$ cat config.mk
export PLATFORM = sky130hd
export DESIGN_NAME = up_req_ctrl
export DESIGN_NICKNAME = d
export VERILOG_FILES = /design/src/rtl/up_req_pkg.sv /design/src/rtl/up_req_backoff.sv /design/src/rtl/up_req_arb.sv /design/src/rtl/up_req_ctrl.sv
export SDC_FILE = /design/constraint.sdc
export NUM_CORES = 1
export LEC_CHECK = 0
export BUFFER_PORTS_ARGS = -buffer_cell sky130_fd_sc_hd__buf_2
export CAP_MARGIN = 10
export CORE_AREA = 2 2 39 41
export CTS_CLUSTER_DIAMETER = 200
export DETAILED_ROUTE_END_ITERATION = 10
export DIE_AREA = 0 0 41 43
export GPL_ROUTABILITY_DRIVEN = 0
export SLEW_MARGIN = 5
export SYNTH_ARGS = -nofsm -noshare
export SYNTH_HDL_FRONTEND = slang
export SYNTH_HIERARCHICAL = 1
export SYNTH_SLANG_ARGS = --single-unit
export TNS_END_PERCENT = 1
$ cat constraint.sdc
create_clock -name clk -period 2.5 [get_ports clk]
set_input_delay 0.625 -clock clk [delete_from_list [all_inputs] [get_ports clk]]
set_output_delay 0.625 -clock clk [all_outputs]
set_load 0.02 [all_outputs]
$ cat src/rtl/up_req_pkg.sv
package up_req_pkg;

  typedef enum logic [1:0] {
    TERM_DONE  = 2'd0,
    TERM_RETRY = 2'd1,
    TERM_DISC  = 2'd2,
    TERM_ABORT = 2'd3
  } term_e;

  function automatic logic needs_backoff(input term_e code);
    return code != TERM_DONE;
  endfunction

endpackage

$ cat src/rtl/up_req_backoff.sv
module up_req_backoff #(
  parameter int BACKOFF_CYC = 2
) (
  input  logic clk,
  input  logic rst,
  input  logic trig,
  output logic idle,
  output logic idle_nxt
);
  localparam int BW = $clog2(BACKOFF_CYC + 1);

  logic [BW-1:0] cnt_q;
  logic [BW-1:0] cnt_d;

  always_comb begin
    if (trig)
      cnt_d = BW'(BACKOFF_CYC);
    else if (cnt_q != '0)
      cnt_d = cnt_q - 1'b1;
    else
      cnt_d = cnt_q;
  end

  always_ff @(posedge clk) begin
    if (rst) cnt_q <= '0;
    else     cnt_q <= cnt_d;
  end

  assign idle     = (cnt_q == '0);
  assign idle_nxt = (cnt_d == '0);
endmodule

$ cat src/rtl/up_req_arb.sv
module up_req_arb (
  input  logic clk,
  input  logic rst,
  input  logic pending,
  input  logic gnt_n,
  input  logic trig,
  input  logic term_valid,
  input  logic bo_idle,
  input  logic bo_idle_nxt,
  output logic req_n,
  output logic start,
  output logic park_en,
  output logic in_xfer
);
  logic start_d;
  logic xfer_d;
  logic park_d;
  logic req_n_d;

  always_comb begin
    start_d = !gnt_n && pending && bo_idle && !trig && !in_xfer && !start
              && (!req_n || park_en);
    if (start_d)         xfer_d = 1'b1;
    else if (term_valid) xfer_d = 1'b0;
    else                 xfer_d = in_xfer;
    req_n_d = !(pending && bo_idle_nxt);
    park_d  = !gnt_n && !start_d && !xfer_d && (req_n || park_en);
  end

  always_ff @(posedge clk) begin
    if (rst) begin
      req_n   <= 1'b1;
      start   <= 1'b0;
      park_en <= 1'b0;
      in_xfer <= 1'b0;
    end else begin
      req_n   <= req_n_d;
      start   <= start_d;
      park_en <= park_d;
      in_xfer <= xfer_d;
    end
  end
endmodule

$ cat src/rtl/up_req_ctrl.sv
module up_req_ctrl #(
  parameter int CNT_W       = 4,
  parameter int BACKOFF_CYC = 2
) (
  input  logic             clk,
  input  logic             rst,
  input  logic [CNT_W-1:0] pw_cnt,
  input  logic [CNT_W-1:0] dr_cnt,
  input  logic             gnt_n,
  input  logic             term_valid,
  input  logic [1:0]       term_code,
  output logic             req_n,
  output logic             start,
  output logic             park_en
);
  import up_req_pkg::*;

  logic pending;
  logic trig;
  logic bo_idle;
  logic bo_idle_nxt;
  logic xfer_busy;

  assign pending = (pw_cnt != '0) || (dr_cnt != '0);
  assign trig    = term_valid && needs_backoff(term_e'(term_code));

  up_req_backoff #(.BACKOFF_CYC(BACKOFF_CYC)) u_backoff (
    .clk      (clk),
    .rst      (rst),
    .trig     (trig),
    .idle     (bo_idle),
    .idle_nxt (bo_idle_nxt)
  );

  up_req_arb u_arb (
    .clk         (clk),
    .rst         (rst),
    .pending     (pending),
    .gnt_n       (gnt_n),
    .trig        (trig),
    .term_valid  (term_valid),
    .bo_idle     (bo_idle),
    .bo_idle_nxt (bo_idle_nxt),
    .req_n       (req_n),
    .start       (start),
    .park_en     (park_en),
    .in_xfer     (xfer_busy)
  );
endmodule

After elaboration in Yosys (flattened, before gate mapping)
Cells that the tools add are included.
{"block": "word_totals", "regBits": 6, "out_inout_bits": 3, "wordCells": 38}
{"block": "classes", "n_addsub": 1, "muxes": 4, "reduce_logical": 28}
{"op": "$logic_and 1x1->1", "count": 11}
{"op": "$logic_not 1->1", "count": 8}
{"op": "$reduce_bool 4->1", "count": 2}
{"op": "$logic_not 2->1", "count": 2}
{"op": "$mux 2", "count": 2}
{"op": "$reduce_bool 2->1", "count": 2}
{"op": "$logic_or 1x1->1", "count": 3}
{"op": "$mux 1", "count": 2}
{"op": "$sub 2x1->2 const B", "count": 1}

Logic depth before layout (Yosys ltp)
Gate-level depths: netlist of run 1.
{"block": "logic_depth", "depth_word": 12, "ltp_mapped": 4, "depth_no_buf": 4}

Cells and area by module
Netlist of run 1, hierarchy kept.
{"module": "up_req_arb", "instances": 1, "cells_per_inst": 14, "area_per_inst_um2": 142.6, "seq_area_each_um2": 80.1}
{"module": "up_req_backoff", "instances": 1, "cells_per_inst": 7, "area_per_inst_um2": 71.3, "seq_area_each_um2": 40.0}
{"module": "up_req_ctrl", "instances": 1, "cells_per_inst": 4, "area_per_inst_um2": 23.8, "seq_area_each_um2": 0.0}

Worst setup path after synthesis of run 1
OpenSTA, ideal clock, no wires.
{"block": "synth_timing", "path_kind": "input -> register", "start": "input term_code[1]", "end": "register u_arb.park_en", "setup_time_ns": 0.115, "arrival_time_ns": 1.401, "required_ns": 2.385, "path_slack_ns": 0.984, "path_stages": 4, "path_buffers": 0, "path_cell_list": "o21a_1 -> nor4_2 -> o2111ai_1 -> and3_1"}
{"block": "synth_between", "elab_chain_len": 11, "elab_cells_between_ends": 13}
{"element": "from (decl)", "line_no": "up_req_ctrl.sv:11", "source": "input logic [1:0] term_code,"}
{"element": "$reduce_bool 2->1 (*)", "line_no": "up_req_pkg.sv:11", "source": "return code != TERM_DONE;"}
{"element": "$logic_and 1x1->1 (*)", "line_no": "up_req_ctrl.sv:25", "source": "assign trig = term_valid && needs_backoff(term_e'(term_code));"}
{"element": "$logic_not 1->1 (*)", "line_no": "up_req_arb.sv:21", "source": "start_d = !gnt_n && pending && bo_idle && !trig && !in_xfer && !start"}
{"element": "$logic_and 1x1->1 (*) (3 in series)", "line_no": "up_req_arb.sv:21"}
{"element": "$logic_and 1x1->1 (*)", "line_no": "up_req_arb.sv:22", "source": "&& (!req_n || park_en);"}
{"element": "$mux 1 or $logic_not 1->1 (tied branches)", "line_no": "up_req_arb.sv:23, up_req_arb.sv:27"}
{"element": "$logic_not 1->1 or $logic_and 1x1->1 (tied branches)", "line_no": "up_req_arb.sv:27", "source": "park_d = !gnt_n && !start_d && !xfer_d && (req_n || park_en);"}
{"element": "$logic_and 1x1->1 (*) (2 in series)", "line_no": "up_req_arb.sv:27"}
{"element": "to (signal assigned)", "line_no": "up_req_arb.sv:39", "source": "park_en <= park_d;"}
{"element": "to (decl)", "line_no": "up_req_arb.sv:12", "source": "output logic park_en,"}
Every way passes the cells marked *; elsewhere a longest branch is shown, timed or not.
A chain may end at the register's enable or synchronous reset.

Final worst setup path of run 1
{"block": "layout_timing", "start": "input term_code[1]", "end": "register u_arb.park_en"}
{"block": "layout_between", "elab_chain_len": 11, "elab_cells_between_ends": 13}
{"element": "$reduce_bool 2->1 (*)", "line_no": "up_req_pkg.sv:11"}
{"element": "$logic_and 1x1->1 (*)", "line_no": "up_req_ctrl.sv:25"}
{"element": "net trig", "line_no": "up_req_ctrl.sv:19", "source": "logic trig;"}
{"element": "$logic_not 1->1 (*)", "line_no": "up_req_arb.sv:21"}
{"element": "$logic_and 1x1->1 (*) (3 in series)", "line_no": "up_req_arb.sv:21"}
{"element": "$logic_and 1x1->1 (*)", "line_no": "up_req_arb.sv:22"}
{"element": "$mux 1 or $logic_not 1->1 (tied branches)", "line_no": "up_req_arb.sv:23, up_req_arb.sv:27"}
{"element": "$logic_not 1->1 or $logic_and 1x1->1 (tied branches)", "line_no": "up_req_arb.sv:27"}
{"element": "$logic_and 1x1->1 (*) (2 in series)", "line_no": "up_req_arb.sv:27"}
Mark *: on every way through the listed nets, which the timed path passes. The rest lies on a longest branch.

==> impl_metrics.py, run 1 <==
metrics = {
    "run_status": {
        "outcome": "completed",
    },
    "clock_network": {
        "cts_root_buf": "clkbuf_4",
        "cts_resized": 0,
        "cts.sinks": 6,
        "post-cts-setup-buffer-count": 0,
        "numCtsBuffers": 3,
        "cts_tree": "built",
        "htree_levels": 1,
        "ctsHoldBuffers": 0,
        "cts_buffer_depth": 2,
        "clk_pin_slew_ns": 0.04,
        "clk_latency_ns": 0.24,
    },
    "yosys": {
        "ys_types": 14,
        "synthTopCellsByCount": "6 x dfxtp_1, 5 x nor2_1, 2 x a21oi_1, 2 x nor4_1",
        "ys_ff_latch": 6,
        "synthFlopType": "dfxtp_1",
        "synthTopCellsByArea": "dfxtp_1 51%, nor2_1 7.9%, nor4b_2 6.3%",
        "synth.most_common_cell": "dfxtp_1",
        "ys_async_sr_fraction_pct": 0,
        "synth_enable_flop_cells": 0,
        "syn_nets": 39,
        "syn_area_um2": 237.7,
        "synth_largest_type_area_fraction_pct": 50.53,
        "ys.warnings.count": 6,
        "syn-instance-count": 25,
        "yosys.area.top_type": "dfxtp_1",
        "syn_area_per_cell_um2": 9.509,
        "synth_seq_area_share_pct": 50.53,
    },
    "worst_hold_path": {
        "min_path_cells": 1,
        "min_path_type": "flip-flop to flip-flop",
    },
    "critical_path": {
        "crit_family": "simple AND/OR/NAND/NOR gates",
        "critical-path-max-stage-delay_ns": 0.25,
        "path_cells": "buf_2 > o21a_1 > nor4_2 > o2111ai_1 > and3_1",
        "endpoint_kind": "flip-flop",
        "r2r.worst_path.cells": 3,
        "cp_data_arrival_time_ns": 1.56,
        "cp.required_ns": 2.64,
        "crit_slowest_cell": "nor4_2",
        "critPathBufInv": 1,
        "cp.depth": 5,
        "cp_max_fo": 4,
        "critPathKind": "primary input to flip-flop",
        "cp-start-kind": "primary input",
    },
    "power_and_ir_drop": {
        "pwr-share-comb_pct": 13.5,
        "p_total_w": 0.0002221,
        "powerDensity_nw_per_um2": 616.4,
        "switching_share_pct": 23.10,
        "p_sw_w": 0.00005131,
        "ir_drop_uv": 195.5,
        "p_leak_nw": 0.1656,
        "power_frac_clock_pct": 39.4,
        "p_int_w": 0.0001708,
        "power_frac_seq_pct": 47.1,
    },
    "sta": {
        "drv_slew": 0,
        "fin_crit_sh_pct": 57.04,
        "finalWorstSetupSlack_ns": 1.074,
        "skew_ns": 0.002224,
        "rsz0062_at_grt": "false",
        "worstMarginPinSlew_ns": 0.2522,
        "final_hold_viol_count": 0,
        "fmax_ghz": 0.7012,
        "slew-limit-headroom_pct": 83.17,
        "finalCriticalPeriod_ns": 1.426,
        "setup_viol": 0,
        "tns_ns": 0,
    },
    "floorplan": {
        "start_util_pct": 17.18,
        "die_h_um": 43,
        "die_area_um2": 1763,
        "io_pins": 17,
        "rows": 14,
        "die_width_um": 41,
        "core_um2": 1384,
    },
    "detailed_routing": {
        "ant_nets": 0,
        "remaining_drc_errors": 0,
        "wl_per_cell_um": 9.450,
        "drt-pass1-iter-count": 2,
        "drt-total-wl_um": 567,
        "drt_iter0_drc": 4,
        "post_drt_via_cell_ratio": 4.317,
        "vias": 259,
    },
    "place": {
        "port_buffers": 16,
        "dpl_worst_slack_ns": 0.8102,
        "dp_hpwl_um": 485.7,
        "post_dp_cell_area_um2": 337.8,
    },
    "grt": {
        "use_met2_pct": 14.69,
        "grtUsageMet3_pct": 9.948,
        "grt_pass1_vias": 279,
        "top_usage_layer": "met2",
        "grt_use_total_pct": 9.256,
        "grt_pass1_wl_mm": 1.021,
        "grt_antenna_before_repair": 0,
        "grt_max_degree": 7,
        "grtUsageMet1_pct": 7.443,
        "grt.overflow.total": 0,
    },
    "layout": {
        "drive_gt1_share_pct": 47.73,
        "nets": 60,
        "fillCellCount": 165,
        "finalInstanceArea_um2": 360.3,
        "utilization_pct": 26.04,
        "area_delta_synth_final_pct": 51.58,
        "diodes": 0,
    },
    "job": {
        "drv_cap": 0,
    },
}
==> power groups by stage <==
stage          clock network [W]  logic (W)  registers (W)
2_1_floorplan                  0  0.0000109       0.000109
6_report               0.0000875  0.0000299       0.000105
5_1_grt                 0.000103  0.0000332       0.000105
3_3_place_gp                   0  0.0000295       0.000106
3_5_place_dp                   0  0.0000304       0.000106
4_1_cts                0.0000920  0.0000304       0.000105
==> through the flow <==
step / hold slack, ns / std cells
after floorplan: 0.4344 / 25
after global placement: 0.4568 / 57
after detailed placement: 0.4643 / 57
after CTS: 0.4718 / 60
after global routing: 0.4923 / 60
final: 0.4715 / 60
==> cell usage in the layout, fill, tap and decap left out <==
| master | n |
|---|---|
| a21oi_1 | 2 |
| and3_1 | 1 |
| buf_2 | 16 |
| clkbuf_4 | 3 |
| dfxtp_1 | 6 |
| inv_1 | 1 |
| nand2_1 | 1 |
| nand2b_1 | 1 |
| nand3b_1 | 1 |
| nor2_1 | 5 |
| nor3_1 | 1 |
| nor4_1 | 2 |
| nor4_2 | 1 |
| nor4b_2 | 1 |
| o2111ai_1 | 1 |
| o21a_1 | 1 |
==> state kept, by name (all words and copies together), names as in the netlist <==
| register | cells |
|---|---|
| u_arb/in_xfer | 1 |
| u_arb/park_en | 1 |
| u_arb/start | 1 |
| u_arb/req_n | 1 |
| u_backoff/cnt_q | 2 |
==> kinds of logic after synthesis <==
| family | synth area share (%) |
|---|---|
| buffers and inverters | 1.577 |
| and+or+nand+nor | 36.84 |
| DFF | 50.53 |
| AOI/OAI and AO/OA | 11.05 |
==> routing by layer <==
| layer | part of all wire (%) | vias up | routed length, um |
|---|---|---|---|
| met1 | 37 | 119 | 208 |
| met2 | 52 | 10 | 295 |
| met4 | 0 | 0 | 0 |
| met3 | 11 | 0 | 62 |
| met5 | 0 | - | 0 |
| li1 | - | 130 | - |
==> path summary, 6_finish.rpt <==
check                           from            endpoint  slack (ns)
setup / recovery        term_code[1]       u_arb/park_en        1.07
hold / removal    u_backoff/cnt_q[0]  u_backoff/cnt_q[0]        0.47
setup reg to reg       u_arb/in_xfer       u_arb/park_en        1.53
hold reg to reg   u_backoff/cnt_q[0]  u_backoff/cnt_q[0]        0.47
==> worst register-to-register path, stage by stage (launching register included) <==
cell,delay (ns)
dfxtp_1,0.31
nor4_2,0.20
o2111ai_1,0.18
and3_1,0.18
==> final cells by class <==
class                      count  area [um^2]  share of cell area (%)
tap                           16        20.02                   5.556
inverter                       1        3.754                   1.042
clock buffer                   3        22.52                   6.250
multi-input combinational     18        113.9                   31.60
timing repair buffer          16        80.08                   22.22
sequential                     6        120.1                   33.33
No activity file was read; power rests on OpenSTA's default activity.
==> run 2, diff against run 1 <==
Clock period 2.5 ns to 1.35 ns, I/O delays scaled along.
==> run 2 against run 1 <==
Effect of this change:
- via count is 4.2% lower
- sequential power is 85% higher
- utilization is 0.54 points higher
- critical path type is now flip-flop to output port
- cell area is 2.1% higher
==> impl_metrics.py, run 2 (synthesized netlist as in run 1, its figures left out) <==
metrics = {
    "layout": {
        "top_register": "u_backoff/cnt_q",
        "layout_commonest_cell": "buf_2",
        "final_cell_mix": "16 x buf_2, 6 x dfxtp_1, 5 x nor2_1",
        "largest_reg_flops": 2,
        "drive_gt1_share_pct": 48.89,
        "fillCellCount": 158,
        "diodes": 0,
        "utilization_pct": 26.58,
        "nets": 61,
        "finalInstanceArea_um2": 367.9,
        "area_delta_synth_final_pct": 54.74,
    },
    "power_and_ir_drop": {
        "ir_drop_uv": 331.0,
        "p_int_w": 0.0003186,
        "switching_share_pct": 22.95,
        "power_frac_clock_pct": 39.2,
        "p_sw_w": 0.00009488,
        "powerDensity_nw_per_um2": 1124,
        "p_leak_nw": 0.1705,
        "power_frac_seq_pct": 46.8,
        "pwr-share-comb_pct": 14.0,
    },
    "clock_network": {
        "cts_root_buf": "clkbuf_4",
        "post-cts-setup-buffer-count": 0,
        "cts_buffer_depth": 2,
        "clk_pin_slew_ns": 0.04,
        "cts_resized": 0,
        "htree_levels": 1,
        "clk_latency_ns": 0.24,
        "cts_tree": "built",
        "numCtsBuffers": 3,
        "cts.sinks": 6,
        "ctsHoldBuffers": 0,
    },
    "floorplan": {
        "die_width_um": 41,
        "die_h_um": 43,
        "core_um2": 1384,
        "start_util_pct": 17.18,
        "rows": 14,
        "die_area_um2": 1763,
        "io_pins": 17,
    },
    "detailed_routing": {
        "ant_nets": 0,
        "vias": 248,
        "wl_per_cell_um": 8.721,
        "post_drt_via_cell_ratio": 4.066,
        "remaining_drc_errors": 0,
        "drt_iter0_drc": 3,
        "drt-total-wl_um": 532,
        "drt-pass1-iter-count": 2,
    },
    "sta": {
        "fmax_ghz": 0.9135,
        "final_hold_viol_count": 0,
        "finalWorstSetupSlack_ns": 0.2553,
        "setup_viol": 0,
        "holdWs_ns": 0.3371,
        "worstMarginPinSlew_ns": 0.2534,
        "drv_slew": 0,
        "rsz0062_at_grt": "false",
        "tns_ns": 0,
        "skew_ns": 0.002931,
        "slew-limit-headroom_pct": 83.09,
        "finalCriticalPeriod_ns": 1.095,
        "fin_crit_sh_pct": 81.09,
    },
    "grt": {
        "grt.overflow.total": 0,
        "grt_use_total_pct": 9.054,
        "grt_pass1_wl_um": 945,
        "grt_antenna_before_repair": 0,
        "grt_max_degree": 7,
        "grt_pass1_vias": 254,
    },
    "critical_path": {
        "crit_family": "flip-flops",
        "crit_slowest_cell": "dfxtp_1",
        "critPathKind": "flip-flop to output port",
        "cp_max_fo": 3,
        "critical-path-max-stage-delay_ns": 0.34,
        "critPathBufInv": 1,
        "path_cells": "buf_2",
        "cp-start-kind": "flip-flop",
        "cp_data_arrival_time_ns": 0.76,
        "cp.required_ns": 1.01,
        "endpoint_kind": "output port",
    },
    "place": {
        "dp_hpwl_um": 463.7,
        "port_buffers": 16,
        "post_dp_cell_area_um2": 345.3,
        "dpl_worst_slack_ns": 0.004989,
    },
    "worst_hold_path": {
        "min_path_type": "primary input to flip-flop",
    },
    "run_status": {
        "outcome": "completed",
    },
    "job": {
        "drv_cap": 0,
    },
}
==> run 2: changes by cell type in the layout (fill, tap and decap cells not counted) <==
cell,delta
buf_4,+1
==> run 2: path summary, 6_finish.rpt <==
check                           from                  to  slack [ns]  cells after the start
hold / removal                   rst  u_backoff/cnt_q[0]        0.34                      2
setup / recovery       u_arb/park_en             park_en        0.26                      1
hold reg to reg   u_backoff/cnt_q[0]  u_backoff/cnt_q[0]        0.46                      1
setup reg to reg       u_arb/in_xfer       u_arb/park_en        0.38                      3
==> run 2: routing by layer <==
layer | up-vias | wire [um] | track usage (%)
li1 | 132 | - | -
met3 | 0 | 42 | 8.377
met5 | - | 0 | 0
met4 | 0 | 0 | 8.000
met2 | 6 | 261 | 12.81
met1 | 110 | 229 | 6.796
==> run 2: power groups by stage <==
stage,registers [W],logic (W),clock network (W)
after detailed placement,0.000197,0.0000588,0
after floorplan,0.000203,0.0000201,0
final,0.000194,0.0000578,0.000162
after CTS,0.000194,0.0000590,0.000172
after global routing,0.000195,0.0000647,0.000185
after global placement,0.000197,0.0000575,0
==> run 2: layout make-up <==
class	instances	area (um^2)	area share [%]
flip-flops and latches	6	120.1	32.65
repair buffers	17	87.58	23.81
multi-input cells	18	113.9	30.95
well taps	16	20.02	5.442
clock buffers	3	22.52	6.122
inverters	1	3.754	1.020
==> run 2: stage by stage <==
step	std cells	power (W)
after floorplan	25	0.0002227
after global placement	58	0.0002542
after detailed placement	58	0.0002557
after CTS	61	0.0004249
after global routing	61	0.0004438
final	61	0.0004135
==> run 3, diff against run 2 <==
Clock period 1.35 ns to 1 ns, I/O delays scaled along.
==> run 3 against run 2 <==
Effect of this change:
- largest cell class unchanged
- non-clock buffer count is 2 higher
- highest routed layer unchanged
- largest power group unchanged
- combinational power is 48% higher
- critical path type is now primary input to flip-flop
- flip-flop and latch count stayed put
- the run now ends with negative setup slack left
==> impl_metrics.py, run 3 (synthesized netlist as in run 1, its figures left out) <==
metrics = {
    "critical_path": {
        "r2r.worst_path.cells": 3,
        "cp_data_arrival_time_ns": 1.15,
        "cp.required_ns": 1.14,
        "endpoint_kind": "flip-flop",
        "cp_max_fo": 3,
        "reg2reg_slack_ns": 0.02,
        "cp-start-kind": "primary input",
        "regToRegStartpoint": "u_arb/in_xfer",
        "r2r_end": "u_arb/park_en",
        "critPathKind": "primary input to flip-flop",
    },
    "worst_hold_path": {
        "hold_path_startpoint": "rst",
        "min_path_cells": 2,
        "min_path_type": "primary input to flip-flop",
        "hold_end": "u_arb/in_xfer",
    },
    "grt": {
        "grt.overflow.total": 0,
        "grt_antenna_before_repair": 0,
        "grt_use_total_pct": 9.246,
        "grt_max_degree": 7,
        "grt_pass1_wl_mm": 1.007,
        "grt_pass1_vias": 271,
    },
    "detailed_routing": {
        "ant_nets": 0,
        "drt_iter0_drc": 3,
        "drt-total-wl_um": 533,
        "wl_per_cell_um": 8.460,
        "drt-pass1-iter-count": 2,
        "remaining_drc_errors": 0,
        "post_drt_via_cell_ratio": 3.968,
        "vias": 250,
    },
    "layout": {
        "layout_commonest_cell": "buf_2",
        "top_register": "u_backoff/cnt_q",
        "nets": 63,
        "diodes": 0,
        "instances_no_fill": 63,
        "fillCellCount": 156,
        "finalInstanceArea_um2": 396.6,
        "final_cell_mix": "13 x buf_2, 5 x buf_4, 5 x nor2_1",
        "largest_reg_flops": 2,
        "drive_gt1_share_pct": 55.32,
        "area_delta_synth_final_pct": 66.84,
    },
    "clock_network": {
        "cts_tree": "built",
        "clk_latency_ns": 0.24,
        "post-cts-setup-buffer-count": 0,
        "cts.sinks": 6,
        "numCtsBuffers": 3,
        "clk_pin_slew_ns": 0.05,
        "htree_levels": 1,
        "cts_buffer_depth": 2,
        "cts_root_buf": "clkbuf_4",
    },
    "floorplan": {
        "core_um2": 1384,
        "die_h_um": 43,
        "start_util_pct": 17.18,
        "rows": 14,
        "die_area_um2": 1763,
        "die_width_um": 41,
        "io_pins": 17,
    },
    "power_and_ir_drop": {
        "p_int_w": 0.0004383,
        "powerDensity_nw_per_um2": 1446,
        "ir_drop_uv": 721.2,
        "power_frac_clock_pct": 39.3,
        "pwr-share-comb_pct": 14.9,
        "power_frac_seq_pct": 45.8,
        "switching_share_pct": 23.57,
        "p_sw_w": 0.0001352,
        "p_leak_nw": 0.1820,
    },
    "sta": {
        "slew-limit-headroom_pct": 83.91,
        "final_hold_viol_count": 0,
        "setup_viol": 1,
        "holdWs_ns": 0.2483,
        "fmax_ghz": 0.9910,
        "drv_slew": 0,
        "fin_crit_sh_pct": 100.9,
        "finalWorstSetupSlack_ns": -0.009078,
        "worstMarginPinSlew_ns": 0.2391,
        "rsz0062_at_grt": "true",
        "skew_ns": 0.0007567,
        "finalCriticalPeriod_ns": 1.009,
    },
    "place": {
        "post_dp_cell_area_um2": 360.3,
        "port_buffers": 16,
        "dp_hpwl_um": 452.3,
        "placed_cells": 60,
    },
    "job": {
        "drv_cap": 0,
    },
    "run_status": {
        "violations": "negative setup slack",
        "outcome": "finished with violations",
    },
}
==> run 3: worst max-delay path by stage <==
stage / startpoint / endpoint / depth (start not counted)
2_1_floorplan: term_code[1] / u_arb/park_en / 4
3_3_place_gp: term_code[1] / u_arb/park_en / 5
3_5_place_dp: term_code[1] / u_arb/park_en / 5
4_1_cts: term_code[1] / u_arb/park_en / 5
5_1_grt: term_code[1] / u_arb/park_en / 5
6_report: term_code[1] / u_arb/park_en / 5
==> run 3: metrics by stage <==
stage | utilization [%] | worst slack [ns] | power [W] | TNS (ns)
after floorplan | - | -0.1321 | 0.0003005 | -0.1981
after CTS | 28.21 | -0.005986 | 0.0005859 | -0.005986
after global placement | 26.04 | -0.2847 | 0.0003460 | -0.7007
after global routing | 28.66 | -0.08209 | 0.0006139 | -0.1909
final | 28.66 | -0.009078 | 0.0005735 | -0.009078
after detailed placement | 26.04 | -0.2661 | 0.0003477 | -0.6768
==> run 3: power by group through the flow <==
stage / clock [W] / sequential, W / combinational, W
6_report: 0.000226 / 0.000262 / 0.0000855
2_1_floorplan: 0 / 0.000273 / 0.0000271
4_1_cts: 0.000239 / 0.000261 / 0.0000857
3_5_place_dp: 0 / 0.000266 / 0.0000820
3_3_place_gp: 0 / 0.000265 / 0.0000807
5_1_grt: 0.000254 / 0.000264 / 0.0000964
==> run 3: cell type report <==
type	count	area, um^2	area share (%)
Clock buffer	3	22.52	5.678
Tap cell	16	20.02	5.047
Sequential cell	6	122.6	30.91
Multi-Input combinational cell	18	113.9	28.71
Timing Repair Buffer	19	113.9	28.71
Inverter	1	3.754	0.9464
==> run 3: repair_timing <==
item                                    4_1_cts  5_1_grt
endpoints found under the hold margin         0        0
gates resized for setup                       3        3
cloned                                        0        0
endpoints found under the setup margin        4        6
hold buffers                                  0        0
==> run 3: per-layer routing <==
metal / wire length [um] / part of all wire [%] / GRT usage, %
met1: 218 / 41 / 8.387
met4: 0 / 0 / 4.000
met5: 0 / 0 / 0
met2: 259 / 49 / 13.13
met3: 54 / 10 / 9.424
==> run 3: worst max-delay path, stage by stage <==
cell and delay, ns:
buf_2 0.10, o21a_1 0.20, nor4_2 0.25, o2111ai_1 0.17, and3_1 0.18
